<file path="src/rtl/bxm_pkg.sv">
package bxm_pkg;

  localparam logic [31:0] EA_TOP_MSK  = 32'hF000_0000;
  localparam logic [31:0] EA_MID_MSK  = 32'h0FFE_0000;
  localparam logic [31:0] LEN_FLD_MSK = 32'h0000_1FFC;
  localparam int          LEN_SHIFT   = 15;
  localparam logic [31:0] PASS_MSK    = 32'h0001_FFFF;

  typedef struct packed {
    logic rd;
    logic wr;
    logic ex;
  } perm_t;

  function automatic logic [31:0] len_mask(input logic [31:0] upper);
    return (upper & LEN_FLD_MSK) << LEN_SHIFT;
  endfunction

  function automatic logic tag_hit(input logic [31:0] upper, input logic [31:0] ea);
    logic [31:0] m;
    m = len_mask(upper);
    return ((ea & EA_TOP_MSK) == (upper & EA_TOP_MSK)) &&
           (((ea & EA_MID_MSK) & ~m) == (upper & EA_MID_MSK));
  endfunction

  function automatic logic [31:0] phys_addr(input logic [31:0] upper,
                                            input logic [31:0] lower,
                                            input logic [31:0] ea);
    logic [31:0] m;
    m = len_mask(upper);
    return (lower & EA_TOP_MSK) | (ea & EA_MID_MSK & m) |
           (lower & EA_MID_MSK) | (ea & PASS_MSK);
  endfunction

  function automatic perm_t decode_perm(input logic [1:0] code);
    perm_t p;
    case (code)
      2'd0:    p = '{rd: 1'b0, wr: 1'b0, ex: 1'b0};
      2'd2:    p = '{rd: 1'b1, wr: 1'b1, ex: 1'b1};
      default: p = '{rd: 1'b1, wr: 1'b0, ex: 1'b1};
    endcase
    return p;
  endfunction

  function automatic logic perm_allows(input perm_t p, input logic [1:0] kind);
    if (kind[1])      return p.ex;
    else if (kind[0]) return p.wr;
    else              return p.rd;
  endfunction

endpackage

</file>
<file path="src/rtl/bxm_regbank.sv">
module bxm_regbank #(
  parameter int N_ENT = 4,
  parameter int IDX_W = 2
) (
  input  logic                  clk,
  input  logic                  rst_n,
  input  logic                  wr_en,
  input  logic                  wr_side,
  input  logic [IDX_W-1:0]      wr_idx,
  input  logic                  wr_hi,
  input  logic [31:0]           wr_data,
  output logic [N_ENT-1:0][31:0] up_i,
  output logic [N_ENT-1:0][31:0] lo_i,
  output logic [N_ENT-1:0][31:0] up_d,
  output logic [N_ENT-1:0][31:0] lo_d
);

  for (genvar g = 0; g < N_ENT; g++) begin : g_ent
    logic sel;
    assign sel = wr_en && (wr_idx == IDX_W'(g));

    always_ff @(posedge clk) begin
      if (!rst_n) begin
        up_i[g] <= '0;
        lo_i[g] <= '0;
        up_d[g] <= '0;
        lo_d[g] <= '0;
      end else if (sel) begin
        if (wr_side && wr_hi)        up_i[g] <= wr_data;
        else if (wr_side)            lo_i[g] <= wr_data;
        else if (wr_hi)              up_d[g] <= wr_data;
        else                         lo_d[g] <= wr_data;
      end
    end
  end

endmodule

</file>
<file path="src/rtl/bxm_entry_eval.sv">
module bxm_entry_eval
  import bxm_pkg::*;
(
  input  logic [31:0] upper,
  input  logic [31:0] lower,
  input  logic [31:0] ea,
  input  logic        user,
  output logic        tag_match,
  output logic        live,
  output perm_t       perm,
  output logic [31:0] pa
);

  always_comb begin
    tag_match = tag_hit(upper, ea);
    live      = user ? upper[0] : upper[1];
    perm      = live ? decode_perm(lower[1:0]) : perm_t'(3'b000);
    pa        = phys_addr(upper, lower, ea);
  end

endmodule

</file>
<file path="src/rtl/bxm_prio_pick.sv">
module bxm_prio_pick
  import bxm_pkg::*;
#(
  parameter int N_ENT = 4
) (
  input  logic [N_ENT-1:0]       cand,
  input  logic [N_ENT-1:0][31:0] pa_arr,
  input  perm_t [N_ENT-1:0]      perm_arr,
  output logic                   found,
  output logic [31:0]            pa,
  output perm_t                  perm
);

  always_comb begin
    found = 1'b0;
    pa    = '0;
    perm  = '0;
    for (int k = N_ENT - 1; k >= 0; k--) begin
      if (cand[k]) begin
        found = 1'b1;
        pa    = pa_arr[k];
        perm  = perm_arr[k];
      end
    end
  end

endmodule

</file>
<file path="src/rtl/blk_xlate_match.sv">
module blk_xlate_match
  import bxm_pkg::*;
#(
  parameter int N_ENT = 4,
  parameter int IDX_W = (N_ENT > 1) ? $clog2(N_ENT) : 1
) (
  input  logic             clk,
  input  logic             rst_n,
  input  logic             wr_en,
  input  logic             wr_side,
  input  logic [IDX_W-1:0] wr_idx,
  input  logic             wr_hi,
  input  logic [31:0]      wr_data,
  input  logic             req_valid,
  input  logic [31:0]      req_ea,
  input  logic [1:0]       req_kind,
  input  logic             req_user,
  output logic             rsp_valid,
  output logic             rsp_hit,
  output logic             rsp_miss,
  output logic             rsp_fault,
  output logic [31:0]      rsp_pa,
  output logic [2:0]       rsp_perm
);

  logic [N_ENT-1:0][31:0] up_i, lo_i, up_d, lo_d, up_sel, lo_sel;
  logic [N_ENT-1:0][31:0] pa_arr;
  perm_t [N_ENT-1:0]      perm_arr;
  logic [N_ENT-1:0]       tag_vec, live_vec, cand_vec;
  logic                   is_fetch, found, granted;
  logic [31:0]            pick_pa;
  perm_t                  pick_perm;

  bxm_regbank #(.N_ENT(N_ENT), .IDX_W(IDX_W)) u_bank (
    .clk(clk), .rst_n(rst_n), .wr_en(wr_en), .wr_side(wr_side),
    .wr_idx(wr_idx), .wr_hi(wr_hi), .wr_data(wr_data),
    .up_i(up_i), .lo_i(lo_i), .up_d(up_d), .lo_d(lo_d)
  );

  assign is_fetch = req_kind[1];
  assign up_sel   = is_fetch ? up_i : up_d;
  assign lo_sel   = is_fetch ? lo_i : lo_d;

  for (genvar g = 0; g < N_ENT; g++) begin : g_eval
    bxm_entry_eval u_eval (
      .upper(up_sel[g]), .lower(lo_sel[g]), .ea(req_ea), .user(req_user),
      .tag_match(tag_vec[g]), .live(live_vec[g]),
      .perm(perm_arr[g]), .pa(pa_arr[g])
    );
  end

  assign cand_vec = tag_vec & live_vec;

  bxm_prio_pick #(.N_ENT(N_ENT)) u_pick (
    .cand(cand_vec), .pa_arr(pa_arr), .perm_arr(perm_arr),
    .found(found), .pa(pick_pa), .perm(pick_perm)
  );

  assign granted = perm_allows(pick_perm, req_kind);

  always_ff @(posedge clk) begin
    if (!rst_n) begin
      rsp_valid <= 1'b0;
      rsp_hit   <= 1'b0;
      rsp_miss  <= 1'b0;
      rsp_fault <= 1'b0;
      rsp_pa    <= '0;
      rsp_perm  <= '0;
    end else begin
      rsp_valid <= req_valid;
      rsp_hit   <= req_valid && found && granted;
      rsp_fault <= req_valid && found && !granted;
      rsp_miss  <= req_valid && !found;
      rsp_pa    <= (req_valid && found) ? pick_pa : '0;
      rsp_perm  <= (req_valid && found) ? 3'(pick_perm) : 3'b000;
    end
  end

endmodule

</file>
<file path="config.mk">
export PLATFORM = sky130hd
export DESIGN_NAME = blk_xlate_match
export DESIGN_NICKNAME = d
export VERILOG_FILES = /design/src/rtl/bxm_pkg.sv /design/src/rtl/bxm_regbank.sv /design/src/rtl/bxm_entry_eval.sv /design/src/rtl/bxm_prio_pick.sv /design/src/rtl/blk_xlate_match.sv
export SDC_FILE = /design/constraint.sdc
export NUM_CORES = 1
export LEC_CHECK = 0
export ABC_AREA = 1
export BUFFER_PORTS_ARGS = -buffer_cell sky130_fd_sc_hd__buf_2
export CORE_MARGIN = 2
export CORE_UTILIZATION = 55
export DETAILED_ROUTE_END_ITERATION = 8
export PLACE_DENSITY = 0.76
export SYNTH_ARGS = -nofsm -noshare
export SYNTH_HDL_FRONTEND = slang
export SYNTH_SLANG_ARGS = --single-unit
</file>
<file path="constraint.sdc">
create_clock -name clk -period 2.5 [get_ports clk]
set_clock_uncertainty 0.15 [all_clocks]
set_input_delay 0.25 -clock clk [delete_from_list [all_inputs] [get_ports clk]]
set_output_delay 0.25 -clock clk [all_outputs]
set_load 0.05 [all_outputs]
</file>
Word-level counts from Yosys, hierarchy flattened
Index checks and enable logic that the tools add are counted.
{"block": "totals", "latchBits": 0, "regBits": 551, "mem_bits_rw": 0, "mem_bits_ro": 0, "memories": 0, "output_inout_bits": 39, "elab_cells": 130}
{"block": "op_classes", "n_div": 0, "n_eq_ne": 15, "magnitude_cmp": 0, "reduce_logical": 37, "mul": 0, "addsub": 0, "n_bitwise": 28, "n_mux": 28, "n_shift": 0}
{"cell": "128-bit two-way mux", "n": 2}
{"cell": "32-bit by 28-bit OR with 32-bit output", "n": 8}
{"cell": "28-bit by 32-bit AND with 32-bit output", "n": 4}
{"cell": "32-bit by 28-bit == test with 1-bit output", "n": 4}
{"cell": "32-bit two-way mux", "n": 4}
{"cell": "28-bit NOT with 32-bit output", "n": 4}
{"cell": "32-bit by 17-bit OR with 32-bit output", "n": 4}
{"cell": "28-bit AND", "n": 4}
{"cell": "4-bit AND reduction", "n": 8}
{"cell": "3-bit two-way mux", "n": 8}
{"cell": "3-bit one-hot mux with 2 select lines", "n": 4}
{"cell": "4-bit == test", "n": 4}
{"cell": "1-bit logical AND", "n": 13}
{"cell": "2-bit == test, second input constant", "n": 6}
{"cell": "3-bit AND reduction", "n": 4}
{"cell": "2-bit zero test", "n": 5}
{"cell": "1-bit two-way mux", "n": 10}
{"cell": "2-bit AND reduction", "n": 5}
{"cell": "4-bit AND", "n": 1}
{"cell": "1-bit NOT", "n": 3}
{"cell": "2-bit by 1-bit == test with 1-bit output, second input constant", "n": 1}
{"cell": "1-bit zero test", "n": 2}

Depth between registers and ports, before layout
Gate-level depths: netlist of run 1.
{"block": "logic_depth", "word_depth": 14, "depth_mapped": 20, "ltp_nobuf": 19}

Cells and area by module
A second synthesis of run 1 with hierarchy kept.
{"block": "unflattened", "hier_cells": 4678, "hier_area_um2": 28239.6}
{"mod": "bxm_regbank", "seq_area_each_um2": 10249.8, "area_each_um2": 19553.8, "instances": 1, "cells_per_inst": 2889}
{"mod": "blk_xlate_match", "seq_area_each_um2": 780.7, "area_each_um2": 4490.6, "instances": 1, "cells_per_inst": 958}
{"mod": "bxm_entry_eval", "seq_area_each_um2": 0.0, "area_each_um2": 654.4, "instances": 4, "cells_per_inst": 130}
{"mod": "bxm_prio_pick", "seq_area_each_um2": 0.0, "area_each_um2": 1577.8, "instances": 1, "cells_per_inst": 311}

Worst setup path before layout of run 1
No wires, ideal clock.
{"block": "synth_path", "path_kind": "input to register", "from": "input port req_kind[1]", "to": "register rsp_pa[24]", "setup_slack_ps": 443, "n_path_buf": 4, "t_arrival_ps": 1774, "stages": 13, "path_cell_list": "buf_6 -> buf_8 -> buf_6 -> o21ai_1 -> xor2_1 -> inv_1 -> nor2_1 -> nand4_1 -> nor2_1 -> nand2_2 -> buf_2 -> o211ai_1 -> a21oi_1"}
{"block": "synth_between", "elab_chain_cells": 12, "word_cells_on_any_way": 53, "cone_classes": "eq/ne: 8; mux: 14; bitwise: 25; reduce/logical: 6"}
{"item": "start: declaration", "line": "blk_xlate_match.sv:16", "source": "input logic [1:0] req_kind,"}
{"item": "128-bit two-way mux", "line": "blk_xlate_match.sv:41", "source": "assign up_sel = is_fetch ? up_i : up_d;"}
{"item": "28-bit NOT with 32-bit output", "line": "bxm_pkg.sv:23", "source": "(((ea & EA_MID_MSK) & ~m) == (upper & EA_MID_MSK));"}
{"item": "28-bit by 32-bit AND with 32-bit output", "line": "bxm_pkg.sv:23"}
{"item": "32-bit by 28-bit == test with 1-bit output", "line": "bxm_pkg.sv:23"}
{"item": "1-bit logical AND", "line": "bxm_pkg.sv:22", "source": "return ((ea & EA_TOP_MSK) == (upper & EA_TOP_MSK)) &&"}
{"item": "4-bit AND", "line": "blk_xlate_match.sv:52", "source": "assign cand_vec = tag_vec & live_vec;"}
{"item": "1-bit two-way mux (4 in a row)", "line": "bxm_prio_pick.sv:19", "source": "if (cand[k]) begin"}
{"item": "1-bit logical AND", "line": "blk_xlate_match.sv:74", "source": "rsp_pa <= (req_valid && found) ? pick_pa : '0;"}
{"item": "2-bit AND reduction (no line)"}
{"item": "end signal: assignment", "line": "blk_xlate_match.sv:74"}
{"item": "end: declaration", "line": "blk_xlate_match.sv:22", "source": "output logic [31:0] rsp_pa,"}
Parallel ways exist; a longest one is shown, timed or not.
A chain may end at the register's enable or synchronous reset.

Worst setup path in the final report of run 1
{"block": "layout_path", "from": "register u_bank.up_d[29] (netlist name)", "to": "register rsp_pa[7]"}
{"block": "layout_between", "elab_chain_cells": 7, "word_cells_on_any_way": 8, "cone_classes": "eq/ne: 1; mux: 3; bitwise: 1; reduce/logical: 3"}
{"item": "start: declaration", "line": "bxm_regbank.sv:14", "source": "output logic [N_ENT-1:0][31:0] up_d,"}
{"item": "start signal: indexed assignment", "line": "bxm_regbank.sv:31", "source": "else if (wr_hi) up_d[g] <= wr_data;"}
{"item": "128-bit two-way mux (*)", "line": "blk_xlate_match.sv:41"}
{"item": "4-bit == test (*)", "line": "bxm_pkg.sv:22"}
{"item": "1-bit logical AND (*)", "line": "bxm_pkg.sv:22"}
{"item": "4-bit AND (*)", "line": "blk_xlate_match.sv:52"}
{"item": "1-bit two-way mux", "line": "bxm_prio_pick.sv:19"}
{"item": "1-bit logical AND", "line": "blk_xlate_match.sv:74"}
{"item": "2-bit AND reduction (no line)"}
Every way passes the cells marked *; elsewhere a longest branch is shown, timed or not.

==> reports/qor.csv, run 1 <==
stage,metric,value,unit
timing,Rel. slew slack,0.617,
setup_path,"most used cell, CP",nand2_4,
global_routing,number of global-route vias before repair,17100,
cells_and_area,share of layout cells above drive strength 1,0.131,
place,routability cong.,0.990,
cells_and_area,area grow syn2layout,19.4,%
synth,register area share after synthesis,0.439,
setup_path,"reg-to-reg slack, setup",150,ps
timing,Slew @ Worst Pin,574,ps
synth,Commonest cells post-synth,"nand2_1 (504), o21ai_0 (415), dfxtp_1 (398)",
global_routing,met2 Use GR,0.545,
min_path,Worst Hold Class,in2reg,
timing,period utilisation layout,0.941,
route,vias per cell,5.61,
setup_path,CP startpoint kind,register,
timing,Final WS setup,147,ps
power_and_ir_drop,leakage power,9.52,nW
setup_path,Setup crit end kind,register,
synth,Syn Inst Count,2669,
global_routing,total gr overflow,0,
route,Iter 0 DRT Violations,2171,
synth,synthesis-stage register bit count,398,
setup_path,cell family with most CP delay,simple AND/OR/NAND/NOR gates,
synth,Post-synth EDFFs,0,
floorplanning,Starting Density,0.558,
route,drt drc,0,
route,Routed WL,60700,µm
timing,fmax,425,MHz
synth,"Top FF cell, synth",dfxtp_1,
setup_path,worst path arrival time,2680,ps
power_and_ir_drop,peak supply drop,0.000449,V
place,DP Worst Slack,-218,ps
floorplanning,Core ar.,32500,µm²
run_status,status,"finished, final reports clean",
timing,"Slew Viols, Final",0,
clock_tree,# H-tree levels,2,
setup_path,critical path type,reg2reg,
place,DP Area,19900,µm²
route,Routed wire per std cell,18.2,µm
clock_tree,Max Root-Sink Buffers,3,
floorplanning,Die Height,186,µm
route,remaining antenna violation count after routing,0,
cells_and_area,post-layout net count,2926,
setup_path,Buf/Inv on CP,2,
global_routing,initial antenna violation count,5,
clock_tree,setup bufs post-CTS,0,
timing,"Setup violations, final",0,
setup_path,required time of the critical path,2820,ps
timing,endpoints failing hold,0,
synth,cell area after synthesis,18200,µm²
setup_path,slowest CP cell,dfxtp_1,
setup_path,Critical Path Fanout Max,11,
synth,Synth area leader,dfxtp_1,
setup_path,"slowest stage delay, CP",310,ps
route,Vias,18700,
synth,Mapped Nets,2744,
cells_and_area,Post-Layout Cell Count,3329,
synth,top cell type's share of synthesized area,0.439,
clock_tree,clock sink count,398,
synth,Mean Syn Cell Area,6.81,µm²
setup_path,cell breakdown of the critical path,"inv_1, o21ai_1, xor2_1, o21ai_2, nor2_4, nand2_1, nor2_2, nand2_4, nand3_4, nand2_4, buf_4, nor2_1",
place,dpl cells,3214,
floorplanning,die area,34500,µm²
synth,dominant cells by area after synthesis,"dfxtp_1 (44%), o21ai_0 (11%), nand2_1 (10%)",
synth,Post-synth ARST share,0,
floorplanning,FP Rows,66,
cells_and_area,Filler Cells Inserted,2831,
global_routing,met1 usage,0.470,
place,post-detail-place hpwl,42100,µm
clock_tree,cts bufs inserted,43,
global_routing,first-pass GRT wire length,93400,µm
place,IO buf count,109,
global_routing,Tot GR Track Use,0.351,
synth,Synth cell types,40,
clock_tree,TritonCTS clock tree,built,
floorplanning,die span in x,186,µm
global_routing,Most Crowded Layer GR,met2,
timing,fin crit period,2350,ps
route,DR pass1 iterations,6,
floorplanning,# IOs,114,
clock_tree,Worst-path clk slew,60,ps
flow_run,Max Cap Viol,0,
global_routing,maximum number of pins on one net before global-route repair,96,
clock_tree,Clock Tree Root,clkbuf_16,
cells_and_area,post-route cell area,21700,µm²
synth,top-count cell post-synth,nand2_1,
synth,YS warnings,0,
power_and_ir_drop,post-route total power,14.2,mW
clock_tree,clk_lat worst skew,540,ps
global_routing,met3 Use GR,0.0646,
power_and_ir_drop,Pwr Density,654,nW/µm²
through the flow:
stage,hold WS [ps],setup TNS [ps],utilization
finish,28.8,0,0.667
global route,30.7,-3.06,0.667
floorplan,212,0,-
CTS,8.56,0,0.666
global placement,277,-4390,0.613
detailed placement,281,-6480,0.613
worst reg2reg max path, delay by kind of cell, from the launching register on:
| kind | cells | cell delay [ps] |
|---|---|---|
| compound gates | 2 | 360 |
| xor+xnor | 1 | 270 |
| buf+inv | 2 | 260 |
| flops | 1 | 310 |
| simple gates | 7 | 930 |
layout make-up:
type | count | area (µm²) | area share
clock inverters | 16 | 108 | 0.00496
repair buffers | 322 | 2430 | 0.112
flip-flops and latches | 398 | 7970 | 0.367
clock buffers | 63 | 1270 | 0.0587
inverters | 343 | 1290 | 0.0595
multi-input cells | 1743 | 8070 | 0.372
well taps | 442 | 553 | 0.0255
diodes | 2 | 5.00 | 0.000231
worst paths after layout:
| path | start | end | depth (start not counted) |
|---|---|---|---|
| hold reg to reg | u_bank.up_d[17] | u_bank.up_d[17] | 2 |
| setup reg to reg | u_bank.up_d[29] | rsp_pa[7] | 12 |
| setup / recovery | u_bank.up_d[29] | rsp_pa[7] | 12 |
| hold / removal | wr_data[26] | u_bank.up_d[122] | 3 |
cell families (layout without fill, tap and decap cells):
logic type	Yosys count	count (layout)	synth area share
multiplexers	2	2	0.00110
AND/OR/NAND/NOR	957	957	0.211
XOR/XNOR	10	10	0.00482
buffers and inverters	528	744	0.120
AO/OA/AOI/OAI	774	774	0.225
other	0	2	0
flip-flops	398	398	0.439
state kept, by name (all words and copies together), names as in the netlist:
| signal | flops |
|---|---|
| rsp_perm | 2 |
| rsp_valid | 1 |
| rsp_pa | 32 |
| u_bank.lo_d | 68 |
| u_bank.up_d | 112 |
| u_bank.up_i | 112 |
| rsp_miss | 1 |
| rsp_fault | 1 |
| rsp_hit | 1 |
| u_bank.lo_i | 68 |
placed cells by master, fill, tap and decap left out, types with 5 or more instances in the layout:
master	Yosys	final
nand2_1	504	504
nand4_1	5	5
a21oi_1	272	272
clkinv_2	0	14
clkbuf_1	132	10
xor2_1	7	7
o211ai_1	31	31
nor2_2	5	5
nand3_1	118	117
a31oi_1	5	5
buf_12	0	15
o21ai_0	415	412
clkbuf_8	0	10
clkbuf_16	0	45
o21ai_1	11	11
o2111ai_1	6	6
buf_2	18	107
clkinv_1	6	6
dlygate4sd3_1	0	34
buf_4	12	164
dfxtp_1	398	398
o221ai_1	24	24
nor2_1	308	306
inv_1	334	334
power by group:
group	switching [mW]	leakage, nW	internal, mW	total, mW
Clock	2.57	0.693	3.64	6.21
Sequential	0.0491	3.22	6.47	6.52
Combinational	0.968	5.61	0.500	1.47
per-layer routing:
layer	up-vias	wire, µm
met1	8585	24800
met2	956	26400
met3	185	6240
met5	-	0
met4	0	3160
li1	8944	-
repair_timing:
action	in CTS	in global routing
endpoints found under the hold margin	103	0
endpoints found under the setup margin	18	36
hold buffers	34	0
pin swaps	0	3
gates resized for setup	1	11
Power figures use the tool's default switching activity.
==> run 2, diff against run 1 <==
--- a/config.mk
+++ b/config.mk
@@ -7,7 +7,6 @@
 export LEC_CHECK = 0
 export ABC_AREA = 1
 export BUFFER_PORTS_ARGS = -buffer_cell sky130_fd_sc_hd__buf_2
-export CORE_MARGIN = 2
 export CORE_UTILIZATION = 55
 export DETAILED_ROUTE_END_ITERATION = 8
 export PLACE_DENSITY = 0.76
==> reports/qor.csv, run 2 (synthesis gave the netlist of run 1 again) <==
stage,metric,value,unit,change
run_status,status,"finished, final reports clean",,unchanged
floorplanning,Starting Density,0.558,,unchanged
clock_tree,Max Root-Sink Buffers,3,,unchanged
floorplanning,Die Height,184,µm,was 186 µm
route,drt drc,0,,unchanged
timing,period utilisation layout,0.953,,was 0.941
clock_tree,clock sink count,398,,unchanged
floorplanning,FP Rows,66,,unchanged
global_routing,total gr overflow,0,,unchanged
setup_path,required time of the critical path,2770,ps,was 2820 ps
place,dpl cells,3194,,was 3214
clock_tree,Clock Tree Root,clkbuf_16,,unchanged
floorplanning,die span in x,184,µm,was 186 µm
route,Iter 0 DRT Violations,2014,,was 2171
min_path,Worst Hold Class,in2reg,,unchanged
floorplanning,Core ar.,32500,µm²,unchanged
setup_path,critical path type,reg2reg,,unchanged
clock_tree,Worst-path clk slew,60,ps,about the same
route,DR pass1 iterations,9,,was 6
timing,setup tns final,0,ps,unchanged
timing,fin crit period,2380,ps,was 2350 ps
setup_path,Setup crit end kind,register,,unchanged
place,IO buf count,109,,unchanged
global_routing,maximum number of pins on one net before global-route repair,108,,was 96
timing,"Slew Viols, Final",0,,unchanged
clock_tree,cts bufs inserted,42,,was 43
power_and_ir_drop,leakage power,9.38,nW,was 9.52 nW
global_routing,initial antenna violation count,5,,unchanged
clock_tree,setup bufs post-CTS,0,,unchanged
route,Vias,18500,,was 18.7k
clock_tree,clk_lat worst skew,540,ps,about the same
global_routing,Most Crowded Layer GR,met2,,unchanged
timing,Hold WS,14.5,ps,was 28.8 ps
floorplanning,# IOs,114,,unchanged
setup_path,CP startpoint kind,register,,unchanged
place,post-detail-place hpwl,41100,µm,was 42100 µm
cells_and_area,Filler Cells Inserted,2871,,was 2831
route,Routed WL,60700,µm,about the same
floorplanning,die area,33800,µm²,was 34500 µm²
min_path,hold_sp,wr_data[21],,was wr_data[26]
cells_and_area,Post-Layout Cell Count,3298,,was 3329
power_and_ir_drop,post-route total power,14.3,mW,was 14.2 mW
timing,"Setup violations, final",0,,unchanged
global_routing,number of global-route vias before repair,16600,,was 17.1k
setup_path,crit path from,u_bank.up_d[29],,unchanged
clock_tree,TritonCTS clock tree,built,,unchanged
cells_and_area,area grow syn2layout,18.3,%,was 19.4%
global_routing,Tot GR Track Use,0.358,,was 0.351
global_routing,met2 Use GR,0.559,,was 0.545
global_routing,first-pass GRT wire length,92900,µm,was 93400 µm
cells_and_area,"commonest non-fill, non-tap cells in the layout","nand2_1 (503), o21ai_0 (413), dfxtp_1 (398)",,"was nand2_1 (504), o21ai_0 (412), dfxtp_1 (398)"
power_and_ir_drop,Pwr Density,665,nW/µm²,was 654 nW/µm²
global_routing,met1 usage,0.477,,was 0.470
clock_tree,# H-tree levels,2,,unchanged
power_and_ir_drop,peak supply drop,0.000483,V,was 0.000449 V
flow_run,Max Cap Viol,0,,unchanged
setup_path,reg2reg start,u_bank.up_d[29],,unchanged
route,vias per cell,5.60,,was 5.61
route,Routed wire per std cell,18.4,µm,was 18.2 µm
setup_path,worst path arrival time,2650,ps,was 2680 ps
timing,Slew @ Worst Pin,675,ps,was 574 ps
global_routing,met3 Use GR,0.0569,,was 0.0646
cells_and_area,"commonest non-fill, non-tap cell in the layout",nand2_1,,unchanged
cells_and_area,post-layout net count,2904,,was 2926
timing,fmax,420,MHz,was 425 MHz
place,routability cong.,0.962,,was 0.990
cells_and_area,share of layout cells above drive strength 1,0.125,,was 0.131
setup_path,Critical Path Fanout Max,5,,was 11
timing,Rel. slew slack,0.550,,was 0.617
route,remaining antenna violation count after routing,0,,unchanged
timing,endpoints failing hold,0,,unchanged
cells_and_area,Top Registers,"u_bank.up_d x112, u_bank.up_i x112",,unchanged
[run 2: changes by cell type in the layout (fill, tap and decap cells not counted), moves of 2 or more]
cell	delta
buf_12	-4
buf_4	-16
clkbuf_1	-6
clkbuf_16	-2
clkbuf_8	+7
clkinv_2	-11
nand2_2	+2
nor2_1	-4
nor2_2	+3
o21ai_2	-2
[run 2: final cells by class]
class	count	area, µm²	area share
Antenna cell	2	5.00	0.000233
Tap cell	442	553	0.0257
Clock inverter	7	91.3	0.00425
Multi-Input combinational cell	1743	8070	0.375
Clock buffer	62	1300	0.0604
Sequential cell	398	7970	0.371
Timing Repair Buffer	301	2220	0.103
Inverter	343	1290	0.0600
[run 2: report_power, final]
part	internal, mW	switching (mW)
combinational	0.484	0.973
sequential	6.47	0.0487
clock	3.77	2.54
total	10.7	3.56
[run 2: worst paths after layout]
| kind | slack [ps] | cells past startpoint | to |
|---|---|---|---|
| setup / recovery | 120 | 12 | rsp_hit |
| hold / removal | 10 | 3 | u_bank.lo_d[53] |
| setup reg to reg | 120 | 12 | rsp_hit |
| hold reg to reg | 290 | 2 | u_bank.up_d[12] |
[run 2: what timing repair did]
item / 4_1_cts / 5_1_grt
gates resized for setup: 0 / 14
hold buffers: 33 / 0
endpoints found under the setup margin: 0 / 36
endpoints found under the hold margin: 111 / 0
[run 2: metrics by stage]
stage / cell area [µm²] / setup WS, ps / util
after floorplan: 18200 / 443 / -
after global placement: 19700 / -291 / 0.607
after detailed placement: 19700 / -373 / 0.607
after CTS: 21500 / 39.0 / 0.659
after global routing: 21500 / -10.7 / 0.661
final: 21500 / 117 / 0.661
[run 2: routing by layer]
layer | vias up | part of all wire
met1 | 8420 | 0.41
met3 | 195 | 0.099
met5 | - | 0.00038
met2 | 958 | 0.44
met4 | 4 | 0.053
li1 | 8883 | -
[run 2: worst max-delay path, cell delays in order (launching register included)]
cell      delay (ps)
dfxtp_1          310
inv_1             50
o21ai_1          170
xor2_1           290
o21ai_2          170
nor2_4           210
nand3b_1         240
nor2_4           230
o21ai_0          120
nand2_1          140
nand2_1           80
nand2_1           60
nor2_1            30
